$ cat config.mk
export PLATFORM = sky130hd
export DESIGN_NAME = clk32_monitor
export DESIGN_NICKNAME = d
export VERILOG_FILES = /design/src/rtl/c32m_pkg.sv /design/src/rtl/c32m_sync.sv /design/src/rtl/c32m_meas.sv /design/src/rtl/c32m_judge.sv /design/src/rtl/c32m_regs.sv /design/src/rtl/clk32_monitor.sv
export SDC_FILE = /design/constraint.sdc
export NUM_CORES = 1
export LEC_CHECK = 0
export BUFFER_PORTS_ARGS = -buffer_cell sky130_fd_sc_hd__buf_2
export CORE_MARGIN = 4
export CORE_UTILIZATION = 55
export DETAILED_ROUTE_END_ITERATION = 16
export PLACE_DENSITY = 0.85
export SYNTH_ARGS = -nofsm -noshare
export SYNTH_HDL_FRONTEND = slang
export SYNTH_HIERARCHICAL = 1
export SYNTH_SLANG_ARGS = --single-unit
$ cat constraint.sdc
create_clock -name clk_i -period 5.85 [get_ports clk_i]
set_input_delay 0.585 -clock clk_i [delete_from_list [all_inputs] [get_ports clk_i]]
set_output_delay 0.585 -clock clk_i [all_outputs]
set_load 0.05 [all_outputs]
$ cat src/rtl/c32m_pkg.sv
package c32m_pkg;
  localparam int ADDR_W = 3;
  localparam int ST_W   = 6;

  localparam logic [ADDR_W-1:0] A_CTRL    = 3'd0;
  localparam logic [ADDR_W-1:0] A_PER_MIN = 3'd1;
  localparam logic [ADDR_W-1:0] A_PER_MAX = 3'd2;
  localparam logic [ADDR_W-1:0] A_DUTY    = 3'd3;
  localparam logic [ADDR_W-1:0] A_VALMIN  = 3'd4;
  localparam logic [ADDR_W-1:0] A_STATUS  = 3'd5;
  localparam logic [ADDR_W-1:0] A_IRQ_EN  = 3'd6;

  localparam int C_PER  = 0;
  localparam int C_DUTY = 1;
  localparam int C_VAL  = 2;
  localparam int C_CLR  = 3;

  localparam int S_RDY   = 0;
  localparam int S_PER   = 1;
  localparam int S_DUTY  = 2;
  localparam int S_VALID = 3;
  localparam int S_FAIL  = 4;
  localparam int S_STALL = 5;
endpackage

$ cat src/rtl/c32m_sync.sv
module c32m_sync #(
  parameter int STAGES = 2
) (
  input  logic clk_i,
  input  logic rst_ni,
  input  logic d_i,
  output logic q_o
);
  logic [STAGES-1:0] q;

  always_ff @(posedge clk_i or negedge rst_ni) begin
    if (!rst_ni) q <= '0;
    else         q <= {q[STAGES-2:0], d_i};
  end

  assign q_o = q[STAGES-1];
endmodule

$ cat src/rtl/c32m_meas.sv
module c32m_meas #(
  parameter int CNT_W = 16
) (
  input  logic             clk_i,
  input  logic             rst_ni,
  input  logic             lvl_i,
  input  logic             mon_en_i,
  input  logic             clr_i,
  input  logic [CNT_W-1:0] per_max_i,
  output logic             pulse_evt_o,
  output logic [CNT_W-1:0] period_o,
  output logic [CNT_W-1:0] high_o,
  output logic             stall_evt_o
);
  localparam int IDLE_W = CNT_W + 1;

  logic             lvl_q, rise, fall, run;
  logic             seen_rise, have_hi;
  logic [CNT_W-1:0] per_cnt, high_q;
  logic [IDLE_W-1:0] idle_cnt, idle_lim;

  assign rise     = lvl_i & ~lvl_q;
  assign fall     = ~lvl_i & lvl_q;
  assign run      = mon_en_i & ~clr_i;
  assign idle_lim = {per_max_i, 1'b0};

  always_ff @(posedge clk_i or negedge rst_ni) begin
    if (!rst_ni) lvl_q <= 1'b0;
    else         lvl_q <= lvl_i;
  end

  always_ff @(posedge clk_i or negedge rst_ni) begin
    if (!rst_ni) begin
      per_cnt   <= '0;
      high_q    <= '0;
      seen_rise <= 1'b0;
      have_hi   <= 1'b0;
    end else if (!run) begin
      per_cnt   <= '0;
      seen_rise <= 1'b0;
      have_hi   <= 1'b0;
    end else begin
      if (rise)                per_cnt <= {{(CNT_W-1){1'b0}}, 1'b1};
      else if (per_cnt != '1)  per_cnt <= per_cnt + 1'b1;
      if (rise) begin
        seen_rise <= 1'b1;
        have_hi   <= 1'b0;
      end else if (fall && seen_rise) begin
        have_hi <= 1'b1;
        high_q  <= per_cnt;
      end
    end
  end

  // idle counter saturates past the limit so stall fires once per outage
  always_ff @(posedge clk_i or negedge rst_ni) begin
    if (!rst_ni)                 idle_cnt <= '0;
    else if (!run || rise || fall) idle_cnt <= '0;
    else if (idle_cnt != '1)     idle_cnt <= idle_cnt + 1'b1;
  end

  assign pulse_evt_o = run & rise & have_hi;
  assign period_o    = per_cnt;
  assign high_o      = high_q;
  assign stall_evt_o = run & (idle_cnt == idle_lim);

  p_quiet_when_off_r2: assert property (@(posedge clk_i) disable iff (!rst_ni)
    !mon_en_i |-> (!pulse_evt_o && !stall_evt_o));

  p_period_covers_high_r3: assert property (@(posedge clk_i) disable iff (!rst_ni)
    (pulse_evt_o && period_o != '1) |-> (period_o > high_o));
endmodule

$ cat src/rtl/c32m_judge.sv
module c32m_judge
  import c32m_pkg::*;
#(
  parameter int CNT_W = 16,
  parameter int VAL_W = 8
) (
  input  logic             clk_i,
  input  logic             rst_ni,
  input  logic             pulse_evt_i,
  input  logic [CNT_W-1:0] period_i,
  input  logic [CNT_W-1:0] high_i,
  input  logic             stall_evt_i,
  input  logic [CNT_W-1:0] per_min_i,
  input  logic [CNT_W-1:0] per_max_i,
  input  logic [CNT_W-1:0] duty_max_i,
  input  logic [VAL_W-1:0] val_min_i,
  input  logic             per_en_i,
  input  logic             duty_en_i,
  input  logic             val_en_i,
  input  logic             clr_i,
  output logic [ST_W-1:0]  set_o
);
  logic [CNT_W-1:0] low, diff;
  logic             per_ok, duty_ok, good;
  logic [VAL_W-1:0] val_cnt, val_next;

  assign low     = (high_i > period_i) ? '0 : period_i - high_i;
  assign diff    = (high_i >= low) ? high_i - low : low - high_i;
  assign per_ok  = (period_i >= per_min_i) && (period_i <= per_max_i);
  assign duty_ok = diff <= duty_max_i;
  assign good    = (!per_en_i || per_ok) && (!duty_en_i || duty_ok);
  assign val_next = (val_cnt == '1) ? val_cnt : val_cnt + 1'b1;

  always_ff @(posedge clk_i or negedge rst_ni) begin
    if (!rst_ni)                val_cnt <= '0;
    else if (clr_i || !val_en_i) val_cnt <= '0;
    else if (pulse_evt_i)       val_cnt <= good ? val_next : '0;
  end

  always_comb begin
    set_o          = '0;
    set_o[S_RDY]   = pulse_evt_i;
    set_o[S_PER]   = pulse_evt_i & per_en_i & per_ok;
    set_o[S_DUTY]  = pulse_evt_i & duty_en_i & duty_ok;
    set_o[S_FAIL]  = pulse_evt_i & ~good;
    set_o[S_VALID] = pulse_evt_i & val_en_i & good & (val_next >= val_min_i);
    set_o[S_STALL] = stall_evt_i;
  end

  p_valid_not_fail_r6: assert property (@(posedge clk_i) disable iff (!rst_ni)
    set_o[S_VALID] |-> !set_o[S_FAIL]);

  p_pass_needs_enable_r4: assert property (@(posedge clk_i) disable iff (!rst_ni)
    set_o[S_PER] |-> per_en_i);

  p_duty_needs_enable_r5: assert property (@(posedge clk_i) disable iff (!rst_ni)
    set_o[S_DUTY] |-> duty_en_i);
endmodule

$ cat src/rtl/c32m_regs.sv
module c32m_regs
  import c32m_pkg::*;
#(
  parameter int CNT_W = 16,
  parameter int VAL_W = 8
) (
  input  logic              clk_i,
  input  logic              rst_ni,
  input  logic              wr_en_i,
  input  logic [ADDR_W-1:0] wr_addr_i,
  input  logic [CNT_W-1:0]  wr_data_i,
  input  logic [ST_W-1:0]   set_i,
  output logic              per_en_o,
  output logic              duty_en_o,
  output logic              val_en_o,
  output logic              clr_o,
  output logic [CNT_W-1:0]  per_min_o,
  output logic [CNT_W-1:0]  per_max_o,
  output logic [CNT_W-1:0]  duty_max_o,
  output logic [VAL_W-1:0]  val_min_o,
  output logic [ST_W-1:0]   status_o,
  output logic              irq_o
);
  logic [2:0]      ctrl_q;
  logic            clr_q;
  logic [ST_W-1:0] status_q, irq_en_q, w1c;

  assign w1c = (wr_en_i && wr_addr_i == A_STATUS) ? wr_data_i[ST_W-1:0] : '0;

  always_ff @(posedge clk_i or negedge rst_ni) begin
    if (!rst_ni) begin
      ctrl_q     <= '0;
      clr_q      <= 1'b0;
      per_min_o  <= '0;
      per_max_o  <= '0;
      duty_max_o <= '0;
      val_min_o  <= '0;
      irq_en_q   <= '0;
    end else begin
      clr_q <= 1'b0;
      if (wr_en_i) begin
        case (wr_addr_i)
          A_CTRL: begin
            ctrl_q <= {wr_data_i[C_VAL], wr_data_i[C_DUTY], wr_data_i[C_PER]};
            clr_q  <= wr_data_i[C_CLR];
          end
          A_PER_MIN: per_min_o  <= wr_data_i;
          A_PER_MAX: per_max_o  <= wr_data_i;
          A_DUTY:    duty_max_o <= wr_data_i;
          A_VALMIN:  val_min_o  <= wr_data_i[VAL_W-1:0];
          A_IRQ_EN:  irq_en_q   <= wr_data_i[ST_W-1:0];
          default: ;
        endcase
      end
    end
  end

  // hardware set takes priority over a same-cycle clear
  always_ff @(posedge clk_i or negedge rst_ni) begin
    if (!rst_ni) status_q <= '0;
    else         status_q <= (status_q & ~w1c) | set_i;
  end

  assign per_en_o  = ctrl_q[0];
  assign duty_en_o = ctrl_q[1];
  assign val_en_o  = ctrl_q[2];
  assign clr_o     = clr_q;
  assign status_o  = status_q;
  assign irq_o     = |(status_q & irq_en_q);

  for (genvar b = 0; b < ST_W; b++) begin : g_st_chk
    p_set_wins_r8: assert property (@(posedge clk_i) disable iff (!rst_ni)
      set_i[b] |=> status_q[b]);
    p_w1c_clear_r8: assert property (@(posedge clk_i) disable iff (!rst_ni)
      (w1c[b] && !set_i[b]) |=> !status_q[b]);
  end

  p_irq_masked_r9: assert property (@(posedge clk_i) disable iff (!rst_ni)
    (irq_en_q == '0) |-> !irq_o);
endmodule

$ cat src/rtl/clk32_monitor.sv
module clk32_monitor
  import c32m_pkg::*;
#(
  parameter int CNT_W       = 16,
  parameter int VAL_W       = 8,
  parameter int SYNC_STAGES = 2
) (
  input  logic              clk_i,
  input  logic              rst_ni,
  input  logic              clk32_i,
  input  logic              wr_en_i,
  input  logic [ADDR_W-1:0] wr_addr_i,
  input  logic [CNT_W-1:0]  wr_data_i,
  output logic [ST_W-1:0]   status_o,
  output logic              irq_o
);
  logic             lvl, per_en, duty_en, val_en, clr, mon_en;
  logic             pulse_evt, stall_evt;
  logic [CNT_W-1:0] period, high, per_min, per_max, duty_max;
  logic [VAL_W-1:0] val_min;
  logic [ST_W-1:0]  set;

  assign mon_en = per_en | duty_en | val_en;

  c32m_sync #(.STAGES(SYNC_STAGES)) u_sync (
    .clk_i(clk_i), .rst_ni(rst_ni), .d_i(clk32_i), .q_o(lvl)
  );

  c32m_meas #(.CNT_W(CNT_W)) u_meas (
    .clk_i(clk_i), .rst_ni(rst_ni), .lvl_i(lvl), .mon_en_i(mon_en),
    .clr_i(clr), .per_max_i(per_max), .pulse_evt_o(pulse_evt),
    .period_o(period), .high_o(high), .stall_evt_o(stall_evt)
  );

  c32m_judge #(.CNT_W(CNT_W), .VAL_W(VAL_W)) u_judge (
    .clk_i(clk_i), .rst_ni(rst_ni), .pulse_evt_i(pulse_evt),
    .period_i(period), .high_i(high), .stall_evt_i(stall_evt),
    .per_min_i(per_min), .per_max_i(per_max), .duty_max_i(duty_max),
    .val_min_i(val_min), .per_en_i(per_en), .duty_en_i(duty_en),
    .val_en_i(val_en), .clr_i(clr), .set_o(set)
  );

  c32m_regs #(.CNT_W(CNT_W), .VAL_W(VAL_W)) u_regs (
    .clk_i(clk_i), .rst_ni(rst_ni), .wr_en_i(wr_en_i),
    .wr_addr_i(wr_addr_i), .wr_data_i(wr_data_i), .set_i(set),
    .per_en_o(per_en), .duty_en_o(duty_en), .val_en_o(val_en),
    .clr_o(clr), .per_min_o(per_min), .per_max_o(per_max),
    .duty_max_o(duty_max), .val_min_o(val_min),
    .status_o(status_o), .irq_o(irq_o)
  );
endmodule

**Word level (Yosys, flattened, before mapping)**

Cells that the tools add are included.

- Register bits: 134
- Bits in latches: 0
- Memory bits (writable): 0
- ROM bits: 0
- Input bits: 23
- Output and inout port bits: 7
- Word-level logic and storage cells: 109
- Memories kept: 0

- Add/sub/neg operators: 6
- Multipliers: 0
- Div/mod/pow operators: 0
- Order comparisons: 6
- Equal/unequal tests: 13
- Shift operators: 0
- Mux-type cells: 19
- Bitwise gates (word level): 25
- Reductions and logical operators: 24

Operator list:

| operator | number |
|---|---|
| two-way mux 16 bit | 5 |
| subtractor 16 bit | 3 |
| two-way mux 17 bit | 2 |
| greater-or-equal comparator 16 bit | 2 |
| less-or-equal comparator 16 bit | 2 |
| two-way mux 8 bit | 4 |
| adder 17 x 1 -> 17 bit, second input constant | 1 |
| == test 17 bit | 1 |
| inequality test 17 bit, second input constant | 1 |
| adder 16 x 1 -> 16 bit, second input constant | 1 |
| greater-than comparator 16 bit | 1 |
| inequality test 16 bit, second input constant | 1 |
| bitwise AND 1 bit | 14 |
| bitwise AND 6 bit | 2 |
| AND reduction 2 bit | 6 |
| == test 3 bit, second input constant | 3 |
| adder 8 x 1 -> 8 bit, second input constant | 1 |
| == test 8 bit, second input constant | 1 |
| greater-or-equal comparator 8 bit | 1 |
| two-way mux 1 bit | 7 |
| == test 3 x 2 -> 1 bit, second input constant | 2 |
| two-way mux 6 bit | 1 |
| inequality test 3 x 2 -> 1 bit, second input constant | 2 |
| NOT 6 bit | 1 |
| other kinds (12) | 28 |

**Logic depth before layout (Yosys ltp)**

Gate-level depths: netlist (run 1).

- Depth in word-level cells: 10
- Mapped depth: 33
- Depth with buffers taken out: 32

**Modules after synthesis**

The synthesis (run 1) kept the hierarchy.

Modules (own cells, without submodules):

| module | instances | cells each | area each (um2) | sequential area each (um2) |
|---|---|---|---|---|
| c32m_judge | 1 | 595 | 4307.9 | 200.2 |
| c32m_regs | 1 | 174 | 2775.2 | 1801.7 |
| c32m_meas | 1 | 249 | 2648.8 | 1301.2 |
| c32m_sync | 1 | 2 | 50.0 | 50.0 |
| clk32_monitor | 1 | 1 | 6.3 | 0.0 |

**Least setup slack after synthesis (run 1)**

OpenSTA, ideal clock, no wires.

- Path type: register to register
- From: reg u_meas.per_cnt[0], in the netlist u_meas/period_o[0]
- To: reg u_judge.val_cnt[1]
- Library setup time: 0.066 ns
- Arrival: 5.940 ns
- Required time: 5.784 ns
- Slack: -0.157 ns
- Cell stages (with the launch flop): 29
- Path buffers: 3
- Clock period less this slack: 6.007 ns
- Path through: dfrtp_1 > inv_1 > ha_1 > fa_1 > nor2b_1 > o31a_1 > o21ai_1 > nand2_1 > inv_1 > or3_1 > fa_1 > a21o_1 > a21oi_1 > o21ai_0 > a21o_1 > a221o_1 > buf_2 > buf_6 > mux2_1 > ha_1 > nor2b_1 > o21a_1 > o21a_1 > o21ai_0 > a21oi_1 > o21ai_1 > and4_1 > clkbuf_1 > a22o_1

- Longest elaborated chain between the ends: 10
- Elaborated cells between the ends (all ways): 17
- Those cells by class: add/sub: 3; order compare: 5; mux: 5; reduce/logical: 4

Ends and longest elaborated chain:

| element | line | text |
|---|---|---|
| from (decl) | c32m_meas.sv:19 | `logic [CNT_W-1:0] per_cnt, high_q;` |
| from (signal assigned) | c32m_meas.sv:43 | `if (rise) per_cnt <= {{(CNT_W-1){1'b0}}, 1'b1};` |
| from (signal assigned) | c32m_meas.sv:44 | `else if (per_cnt != '1) per_cnt <= per_cnt + 1'b1;` |
| subtractor 16 bit or greater-than comparator 16 bit (tied branches) | c32m_judge.sv:27 | `assign low = (high_i > period_i) ? '0 : period_i - high_i;` |
| two-way mux 16 bit | c32m_judge.sv:27 |  |
| subtractor 16 bit or greater-or-equal comparator 16 bit (tied branches) | c32m_judge.sv:28 | `assign diff = (high_i >= low) ? high_i - low : low - high_i;` |
| two-way mux 16 bit | c32m_judge.sv:28 |  |
| less-or-equal comparator 16 bit | c32m_judge.sv:30 | `assign duty_ok = diff <= duty_max_i;` |
| logical OR 1 bit | c32m_judge.sv:31 | `assign good = (!per_en_i \|\| per_ok) && (!duty_en_i \|\| duty_ok);` |
| logical AND 1 bit (*) | c32m_judge.sv:31 |  |
| two-way mux 8 bit (*) (2 in series) | c32m_judge.sv:37 | `else if (pulse_evt_i) val_cnt <= good ? val_next : '0;` |
| two-way mux 8 bit (*) | c32m_judge.sv:36 | `else if (clr_i \|\| !val_en_i) val_cnt <= '0;` |
| to (signal assigned) | c32m_judge.sv:37 |  |
| to (decl) | c32m_judge.sv:25 | `logic [VAL_W-1:0] val_cnt, val_next;` |

Mark *: on every way between the ends. The rest lies on a longest branch, timed or not. The select of a mux whose other input is x is not followed.
A chain may end at the register's enable or synchronous reset.

**Worst setup path in the final report (run 1)**

- From: reg u_meas.high_q[0], in the netlist u_meas/high_o[0]
- To: reg u_judge.val_cnt[3]

- Longest elaborated chain between the ends: 10
- Elaborated cells between the ends (all ways): 13
- Those cells by class: add/sub: 3; order compare: 3; mux: 5; reduce/logical: 2

Ends and longest elaborated chain:

| element | line | text |
|---|---|---|
| from (decl) | c32m_meas.sv:19 |  |
| from (signal assigned) | c32m_meas.sv:50 | `high_q <= per_cnt;` |
| subtractor 16 bit or greater-than comparator 16 bit (tied branches) | c32m_judge.sv:27 |  |
| two-way mux 16 bit | c32m_judge.sv:27 |  |
| subtractor 16 bit or greater-or-equal comparator 16 bit (tied branches) | c32m_judge.sv:28 |  |
| two-way mux 16 bit (*) | c32m_judge.sv:28 |  |
| less-or-equal comparator 16 bit (*) | c32m_judge.sv:30 |  |
| logical OR 1 bit (*) | c32m_judge.sv:31 |  |
| logical AND 1 bit (*) | c32m_judge.sv:31 |  |
| two-way mux 8 bit (*) (2 in series) | c32m_judge.sv:37 |  |
| two-way mux 8 bit (*) | c32m_judge.sv:36 |  |

Marks and branches as above.

==> metrics.md, run 1 <==
| Metric | Value |
|---|---|
| EDFF count, synth | 0 |
| CP peak stage delay | 0.42 ns |
| Required time of the critical path | 6.16 ns |
| WL/cell | 20.5 um |
| Die H | 141 um |
| Finished Layout Cells | 1353 |
| Syn nets | roughly 1200 |
| Top achievable clock speed | 168 MHz |
| Width of the die | 141 um |
| Skew-Pair Late Insertion Delay | approximately 0.42 ns |
| Core area | 17400 sq um |
| FFs w/ async S/R, synth | 1.00 |
| # rows | 48 |
| Global-route wire length before repair | 43100 um |
| H-tree depth | 4 |
| Vias in the first global route | 8296 |
| Yosys reg bits | 134 |
| CP Class | register to register |
| Synth area leader | dfrtp_1 |
| Clk_skew | a little under 0.008 ns |
| Total vias in the final route | approximately 8600 |
| CP max FO | 6 |
| Cell area after placement | 10500 sq um |
| Area delta synth->final | 18.3% |
| TritonCTS clock tree | yes |
| Post-DP HPWL | 19200 um |
| Mapped Avg Cell Area | 9.59 sq um |
| Fill cells | 1249 |
| Gr ovfl total | 0 |
| Clock tree buffer depth | 2 |
| PortBufs | 29 |
| CTS root buf | clkbuf_16 |
| Vias per inst | 6.32 |
| RSZ-0062 raised after global routing | yes |
| Num CTS Buffers | 17 |
| Worst slew pin tran | between 1 and 1.5 ns |
| Top-area cell type share of the netlist area | 0.343 |
| Total GRT Usage | 0.271 |
| Final instance area | 11600 sq um |
| Worst hold path class | input pin to asynchronous set/reset pin |
| Antenna Violating Nets Remaining | 0 |
| Wirelength, routed | roughly 28000 um |
| Period minus WS final | 5.95 ns |
| Placed cell count | 1300 |
| Netlist cell types | 73 |
| Slew HR | 0.137 |
| Synth Instances | about 1000 |
| Die area | 20000 sq um |
| Crit. End Element | register |
| Hold WS | 0.155 ns |
| Max-Cap Viols | 0 |
| Hold buffers post-CTS | 0 |
| 1st-pass router iterations | 5 |
| Nets | about 1200 |
| Critical-path top delay cell | a221o_1 |
| Largest net degree at the start of global routing | 70 |
| Final-report setup violation count | 10 |
| Most frequent cells in the layout | 134 x dfrtp_1, 100 x ha_1, 97 x inv_1 |
| GPL Wtd Cong | 1.03 |
| ANT cells | 0 |
| Failing checks | setup timing |
| Final Hold Fails | 0 |
| Syn Std Cell Area | 9790 sq um |
| Synth area leaders | dfrtp_1 34%, ha_1 13%, mux2_2 7.9% |
| Initial antenna violation count | 0 |
| Register area share after synthesis | 0.343 |
| Max Slew Vio Count | 0 |
| Top Ports | 30 |
| Yosys warning total | 6 |
| Commonest non-fill, non-tap cell in the layout | dfrtp_1 |
| Worst Path Arrival | 6.26 ns |
| Critical Path Start Type | register |
| Main synth FF type | dfrtp_1 |
| Clk slew on worst S/H paths | 0.06 ns |
| Status | finished with violations |
| DR DRC count | 0 |
| Tcrit/Tclk final | 1.02 |
| Sink Count | 134 |
| Share of layout cells above drive strength 1 | 0.240 |
| Starting Density | 0.564 |
| Final Worst Setup Slack | -0.0984 ns |
| Drt first-iter violations | 691 |
synthesized netlist by cell type, drive strengths merged, types with 3 or more instances:
library cell,number
a2111oi,3
a21oi,55
ha,105
and2,9
a22o,7
dfrtp,134
clkbuf,17
nor4bb,3
and4b,3
and4,7
xnor2,25
nor3,21
nor2,61
o211ai,6
o41ai,4
o21bai,7
nor2b,14
nand2b,10
mux2,83
o31a,3
nand4b,5
fa,3
nand2,61
buf,16
and3,7
o31ai,4
a221oi,4
o21a,9
a31oi,15
o21ai,44
a22oi,3
or4,3
inv,98
mux2i,13
a211oi,6
xor2,35
nor4,9
a21boi,3
nand3,20
nand4,26
or3,12
a21o,29
stage by stage:
step,setup slack (ns),TNS (ns),util
5_1_grt,-0.392,-3.51,0.667
3_3_place_gp,0.0230,0,0.606
6_report,-0.0984,-0.779,0.667
4_1_cts,0.0203,0,0.647
3_5_place_dp,-0.139,-0.993,0.606
2_1_floorplan,0.000179,0,-
cell families after synthesis:
kind of cell | Yosys count | share of synthesized area
xor+xnor | 60 | 0.0537
compound gates | 215 | 0.148
buf+inv | 131 | 0.0555
fa+ha+maj | 108 | 0.140
mux | 96 | 0.109
simple gates | 277 | 0.151
flops | 134 | 0.343
metal layers:
layer	GRT usage	up-vias	routed length, um	part of all wire
li1	-	3835	-	-
met4	0.120	0	1330	0.048
met3	0.0438	99	1920	0.069
met1	0.347	4165	11000	0.40
met5	0	-	0	0
met2	0.456	451	13500	0.49
final timing paths:
kind	from	to	slack [ns]	depth (start not counted)
setup / recovery	u_meas/high_o[0]	u_judge/val_cnt[3]	-0.1	29
hold / removal	rst_ni	u_judge/val_cnt[1]	0.15	1
min in group clk_i	clk32_i	u_sync/q[0]	0.27	1
hold reg to reg	u_sync/q[0]	u_sync/q[1]	0.36	0
setup reg to reg	u_meas/high_o[0]	u_judge/val_cnt[3]	-0.1	29
max in group asynchronous	rst_ni	u_regs/per_min_o[7]	4.34	2
worst max-delay path: cells and delay by family (launching register included):
kind,cells,cell delay (ns)
adders and majority gates,4,1.27
muxes,1,0.18
AOI/OAI and AO/OA,13,2.30
and+or+nand+nor,6,1.00
buffers and inverters,4,0.55
DFF,1,0.41
xor gates and xnor gates,1,0.12
layout make-up:
type	count	area [sq um]	share of cell area
clock inverter	12	166	0.0144
tap	225	282	0.0243
clock buffer	20	457	0.0395
sequential	134	3350	0.290
inverter	98	368	0.0318
multi-input combinational	756	6190	0.535
timing repair buffer	108	759	0.0656
timing repair:
item / CTS / global route
setup buffers: 4 / 17
resized for setup: 17 / 43
endpoints found under the setup margin: 11 / 11
pin swaps: 9 / 45
state kept, by name (all words and copies together), names as in the netlist:
| name | flops |
|---|---|
| u_meas/period_o | 16 |
| u_meas/seen_rise | 1 |
| u_regs/per_max_o | 16 |
| u_regs/status_o | 6 |
| u_meas/have_hi | 1 |
| u_regs/clr_o | 1 |
| u_regs/duty_max_o | 16 |
| u_judge/val_cnt | 8 |
| u_sync/q | 2 |
| u_meas/high_o | 16 |
| u_regs/irq_en_q | 6 |
| u_meas/idle_cnt | 17 |
| u_meas/lvl_q | 1 |
| u_regs/per_min_o | 16 |
| u_regs/val_min_o | 8 |
| u_regs/ctrl_q | 3 |
Power of run 1 is left out: the tool's default activity adds up to more than one toggle a clock period on the data nets, which glitch-free logic cannot reach.
==> run 2: changes to the inputs <==
CTS_BUF_LIST = sky130_fd_sc_hd__clkbuf_4   (was not set)
==> run 2 against run 1 <==
Effect of this change: largest cell class unchanged; non-clock buffer count is 1 lower; clock skew is 0.019 ns higher; cell count did not move; first-iteration DRC count down 8.1%; the run still ends with setup timing left; sequential cell count unchanged; global-route usage fell by 1.7 points; highest routed layer unchanged; via count shrank 2.9%; register-to-register slack gained 0.09 ns; clock-buffer cell count shrank 2.
==> metrics.md, run 2 (synthesis results as in run 1) <==
| Metric | Value |
|---|---|
| Status | finished with violations |
| Failing checks | setup timing |
| Tcrit/Tclk final | 1.00 (-0.0151) |
| Commonest non-fill, non-tap cell in the layout | dfrtp_1 |
| Hold WS | 0.00772 ns (-0.147 ns) |
| Critical Path Start Type | register |
| GR Util met3 | 0.0401 (-0.00371) |
| Skew-Pair Late Insertion Delay | 0.56 ns (+0.14 ns) |
| Max Slew Vio Count | 0 (unchanged) |
| Gr busiest metal | met2 |
| Area delta synth->final | 15.3% |
| Slew HR | 0.157 (+0.0196) |
| Crit. End Element | register |
| # rows | 48 (unchanged) |
| WL/cell | 19.1 um (-7.0%) |
| Finished Layout Cells | 1353 (unchanged) |
| Global-route wire length before repair | 40600 um (-5.7%) |
| CP Class | register to register |
| Max-Cap Viols | 0 (unchanged) |
| CP peak stage delay | 0.45 ns (+0.03 ns) |
| Worst Path Buf+Inv | 3 (-1) |
| Met1 usage | 0.332 (-0.0144) |
| Die area | 20000 sq um (unchanged) |
| TritonCTS clock tree | yes |
| Antenna Violating Nets Remaining | 0 (unchanged) |
| Hold buffers post-CTS | 0 (unchanged) |
| Required time of the critical path | 6.32 ns (+0.16 ns) |
| H-tree depth | 4 (unchanged) |
| Most frequent cells in the layout | 133 x dfrtp_1, 96 x ha_1, 95 x inv_1 |
| M2 GR Usage | 0.424 (-0.0321) |
| Wirelength, routed | 25800 um (-7.0%) |
| Final Hold Fails | 0 (unchanged) |
| Clk slew on worst S/H paths | 0.13 ns (+0.07 ns) |
| Setup_tns | -0.00999 ns (+0.769 ns) |
| Max FFs per register | 17 (unchanged) |
| Largest Register | u_meas/idle_cnt |
| Top Ports | 30 (unchanged) |
| 1st-pass router iterations | 5 (unchanged) |
| Post-DP HPWL | 19200 um (unchanged) |
| Placed cell count | 1300 (unchanged) |
| Critical-path top delay cell | a221o_1 |
| Pre-CTS WS | -0.139 ns (unchanged) |
| GPL Wtd Cong | 1.03 (unchanged) |
| Initial antenna violation count | 1 (+1) |
| Period minus WS final | 5.86 ns (-0.0884 ns) |
| CTS root buf | clkbuf_4 |
| Share of layout cells above drive strength 1 | 0.248 (+0.00731) |
| Core area | 17400 sq um (unchanged) |
| Total GRT Usage | 0.254 (-0.0172) |
| Num CTS Buffers | 17 (unchanged) |
| Total vias in the final route | 8305 (-2.9%) |
| Clock tree buffer depth | 2 (unchanged) |
| Die H | 141 um (unchanged) |
| Width of the die | 141 um (unchanged) |
| Worst Path Arrival | 6.33 ns (+0.07 ns) |
| Vias per inst | 6.14 (-2.9%) |
| Gr ovfl total | 0 (unchanged) |
| Largest net degree at the start of global routing | 70 (unchanged) |
| RSZ-0062 raised after global routing | yes |
| Starting Density | 0.564 (unchanged) |
| Nets | 1245 (-0.080%) |
| Worst slew pin tran | 1.26 ns (-0.0294 ns) |
| Top achievable clock speed | 171 MHz (+1.5%) |
| Worst hold path class | input pin to asynchronous set/reset pin |
| Sink Count | 134 (unchanged) |
| DR DRC count | 0 (unchanged) |
| CP max FO | 6 (unchanged) |
| CP delay by family, top | compound AO/OA/AOI/OAI gates |
| Vias in the first global route | 8009 (-3.5%) |
| Final-report setup violation count | 1 (-9) |
| Clk_skew | 0.0269 ns (+0.0191 ns) |
| Crit path top cell by count | a21o_1 |
| Final Worst Setup Slack | -0.00999 ns (+0.0884 ns) |
| PortBufs | 29 (unchanged) |
| Drt first-iter violations | 635 (-8.1%) |
[run 2: cell types whose count changed in the layout (fill, tap and decap cells not counted), sizes merged]
cell / before / now
buf: 108 / 107
clkbuf: 20 / 18
clkinv: 3 / 5
diode: 0 / 1
[run 2: timing repair]
action / in CTS / in global routing
endpoints found under the setup margin: 11 / 11
resized for setup: 11 / 59
setup buffers: 4 / 16
pin swaps: 6 / 44
[run 2: worst paths after layout]
check / start / end / slack, ns / cells past startpoint
max in group asynchronous: rst_ni / u_regs/per_min_o[3] / 4.54 / 2
min in group clk_i: clk32_i / u_sync/q[0] / 0.14 / 1
max reg2reg: u_meas/high_o[13] / u_regs/status_o[3] / -0.01 / 28
min: rst_ni / u_judge/val_cnt[1] / 0.008 / 1
min reg2reg: u_sync/q[0] / u_sync/q[1] / 0.38 / 0
max: u_meas/high_o[13] / u_regs/status_o[3] / -0.01 / 28
[run 2: worst register-to-register path: cells and delay by family, from the launching register on]
| family | cells | cell delay (ns) |
|---|---|---|
| compound gates | 15 | 2.95 |
| xor+xnor | 1 | 0.13 |
| simple gates | 6 | 1.02 |
| fa+ha+maj | 3 | 0.95 |
| flops | 1 | 0.37 |
| buf+inv | 3 | 0.35 |
[run 2: layout make-up]
class / count / area (sq um)
well taps: 225 / 282
clock buffers: 18 / 135
repair buffers: 107 / 744
clock inverters: 14 / 174
flip-flops and latches: 134 / 3350
inverters: 98 / 368
diodes: 1 / 2.50
multi-input cells: 756 / 6220
fillers: 1310 / 6070
[run 2: stage by stage]
stage / utilization / instance area [sq um]
floorplan: - / 9800
global placement: 0.606 / 10500
detailed placement: 0.606 / 10500
CTS: 0.627 / 10900
global route: 0.650 / 11300
finish: 0.650 / 11300
[run 2: metal layers]
| metal | part of all wire | wire length (um) |
|---|---|---|
| met1 | 0.43 | 11000 |
| met2 | 0.48 | 12500 |
| met3 | 0.052 | 1340 |
| met4 | 0.039 | 1000 |
| met5 | 0 | 0 |
Power of run 2 is left out for the same reason.
==> run 3: changes to the inputs <==
SKIP_LAST_GASP = 1   (was not set)
==> run 3 against run 2 <==
Effect of this change: the run still ends with setup timing left; register-to-register slack barely moved; worst hold slack got worse by 0.0012 ns; wire length fell by 0.32%; sequential share of layout area barely moved; critical path type unchanged.
==> metrics.md, run 3 (synthesis results as in run 1) <==
| Metric | Value |
|---|---|
| Clk slew on worst S/H paths | 0.13 ns (about the same) |
| WL/cell | 19.0 um (-0.32%) |
| PortBufs | 29 (unchanged) |
| Largest net degree at the start of global routing | 70 (unchanged) |
| Crit. End Element | register |
| Required time of the critical path | 6.33 ns (about the same) |
| Drt first-iter violations | 617 (-2.8%) |
| FF-to-FF Start | u_meas/high_o[13] |
| Largest Register | u_meas/idle_cnt |
| CP startpoint | u_meas/high_o[13] |
| CP peak stage delay | 0.45 ns (about the same) |
| Total GRT Usage | 0.254 (unchanged) |
| 1st-pass router iterations | 5 (unchanged) |
| Worst R2R Setup Slack | -0.007 ns (about the same) |
| Hold buffers post-CTS | 0 (unchanged) |
| Share of layout cells above drive strength 1 | 0.247 (-0.000887) |
| TritonCTS clock tree | yes |
| Commonest non-fill, non-tap cell in the layout | dfrtp_1 |
| CP Class | register to register |
| Skew-Pair Late Insertion Delay | 0.56 ns (about the same) |
| Crit path top cell by count | a21o_1 |
| Reg2Reg Depth | 26 (-7.1%) |
| Fill cells | 1311 (+0.076%) |
| R2r endpoint | u_regs/status_o[3] |
| Antenna Violating Nets Remaining | 0 (unchanged) |
| Width of the die | 141 um (unchanged) |
| Gr ovfl total | 0 (unchanged) |
| Max-Cap Viols | 0 (unchanged) |
| Clock tree buffer depth | 2 (unchanged) |
| Tcrit/Tclk final | 1.00 (about the same) |
| Clk_skew | 0.0277 ns (+0.000751 ns) |
| DR DRC count | 0 (unchanged) |
| Final Hold Fails | 0 (unchanged) |
| Top achievable clock speed | 171 MHz (about the same) |
| Worst slew pin tran | 1.23 ns (-0.0338 ns) |
| Initial antenna violation count | 1 (unchanged) |
| Post-DP HPWL | 19200 um (unchanged) |
| Slew HR | 0.175 (+0.0183) |
| Max FFs per register | 17 (unchanged) |
| Final-report setup violation count | 1 (unchanged) |
| H-tree depth | 4 (unchanged) |
| Failing checks | setup timing |
| CP max FO | 7 (+1) |
| Period minus WS final | 5.86 ns (-0.00294 ns) |
| Critical Path Start Type | register |
| Top Ports | 30 (unchanged) |
| Global-route wire length before repair | 40600 um (unchanged) |
| Area delta synth->final | 15.2% (about the same) |
| RSZ-0062 raised after global routing | yes |
| Status | finished with violations |
| Die area | 20000 sq um (unchanged) |
| Max Slew Vio Count | 0 (unchanged) |
| Num CTS Buffers | 17 (unchanged) |
| GPL Wtd Cong | 1.03 (unchanged) |
| Wirelength, routed | 25700 um (-0.32%) |
| Worst hold path class | input pin to asynchronous set/reset pin |
| Worst Path Arrival | 6.33 ns (about the same) |
| Sink Count | 134 (unchanged) |
| Total vias in the final route | 8300 (-0.060%) |
| Core area | 17400 sq um (unchanged) |
| Critical-path top delay cell | a221o_1 |
| Most frequent cells in the layout | 133 x dfrtp_1, 96 x ha_1, 95 x inv_1 |
| Starting Density | 0.564 (unchanged) |
| Nets | 1245 (unchanged) |
| CTS root buf | clkbuf_4 |
| Final core occ | 0.650 (about the same) |
| Vias per inst | 6.13 (about the same) |
| Final Worst Setup Slack | -0.00705 ns (+0.00294 ns) |
| Die H | 141 um (unchanged) |
| Vias in the first global route | 8009 (unchanged) |
| # rows | 48 (unchanged) |
[run 3: cell count changes in the layout (fill, tap and decap cells not counted)]
cell   before  now
or3_1      11   12
or3_4       1    0
[run 3: what timing repair did]
action	in CTS	in global routing
gates cloned	0	0
gates resized for setup	11	58
setup endpoints to repair	11	11
buffers inserted	4	16
pin swaps	6	44
[run 3: area by class of cell]
class	instances	area, sq um	area share
Multi-Input combinational cell	756	6220	0.551
Sequential cell	134	3350	0.297
Timing Repair Buffer	107	744	0.0660
Inverter	98	368	0.0326
Tap cell	225	282	0.0250
Clock inverter	14	174	0.0154
Clock buffer	18	135	0.0120
Antenna cell	1	2.50	0.000222
[run 3: metal layers]
layer / global-route usage / vias up / share of wire
li1: - / 3848 / -
met1: 0.332 / 4104 / 0.43
met2: 0.424 / 293 / 0.48
met3: 0.0401 / 55 / 0.052
met4: 0.103 / 0 / 0.038
met5: 0 / - / 0
[run 3: worst max path at each step]
stage / endpoint / cells after the start
after floorplan: u_judge/val_cnt[1] / 28
after global placement: u_regs/status_o[3] / 29
after detailed placement: u_regs/status_o[3] / 29
after CTS: u_judge/val_cnt[3] / 28
after global routing: u_regs/status_o[3] / 31
final: u_regs/status_o[3] / 26
[run 3: stage by stage]
| stage | hold slack [ns] | TNS (ns) | instances | setup WS (ns) | cell area [sq um] |
|---|---|---|---|---|---|
| floorplan | 0.289 | 0 | 1021 | 0.000179 | 9800 |
| global placement | 0.334 | 0 | 1300 | 0.0230 | 10500 |
| detailed placement | 0.340 | -0.993 | 1300 | -0.139 | 10500 |
| CTS | 0.0134 | 0 | 1336 | 0.00567 | 10900 |
| global route | 0.0189 | -2.55 | 1353 | -0.330 | 11300 |
| finish | 0.00653 | -0.00705 | 1353 | -0.00705 | 11300 |
[run 3: critical path: cells and delay by family (launching register included)]
| family | cells | cell delay (ns) |
|---|---|---|
| AOI/OAI and AO/OA | 13 | 2.72 |
| xor gates and xnor gates | 1 | 0.28 |
| adders and majority gates | 3 | 0.99 |
| buffers and inverters | 3 | 0.38 |
| DFF | 1 | 0.37 |
| and+or+nand+nor | 6 | 1.02 |
Power of run 3 is left out for the same reason.
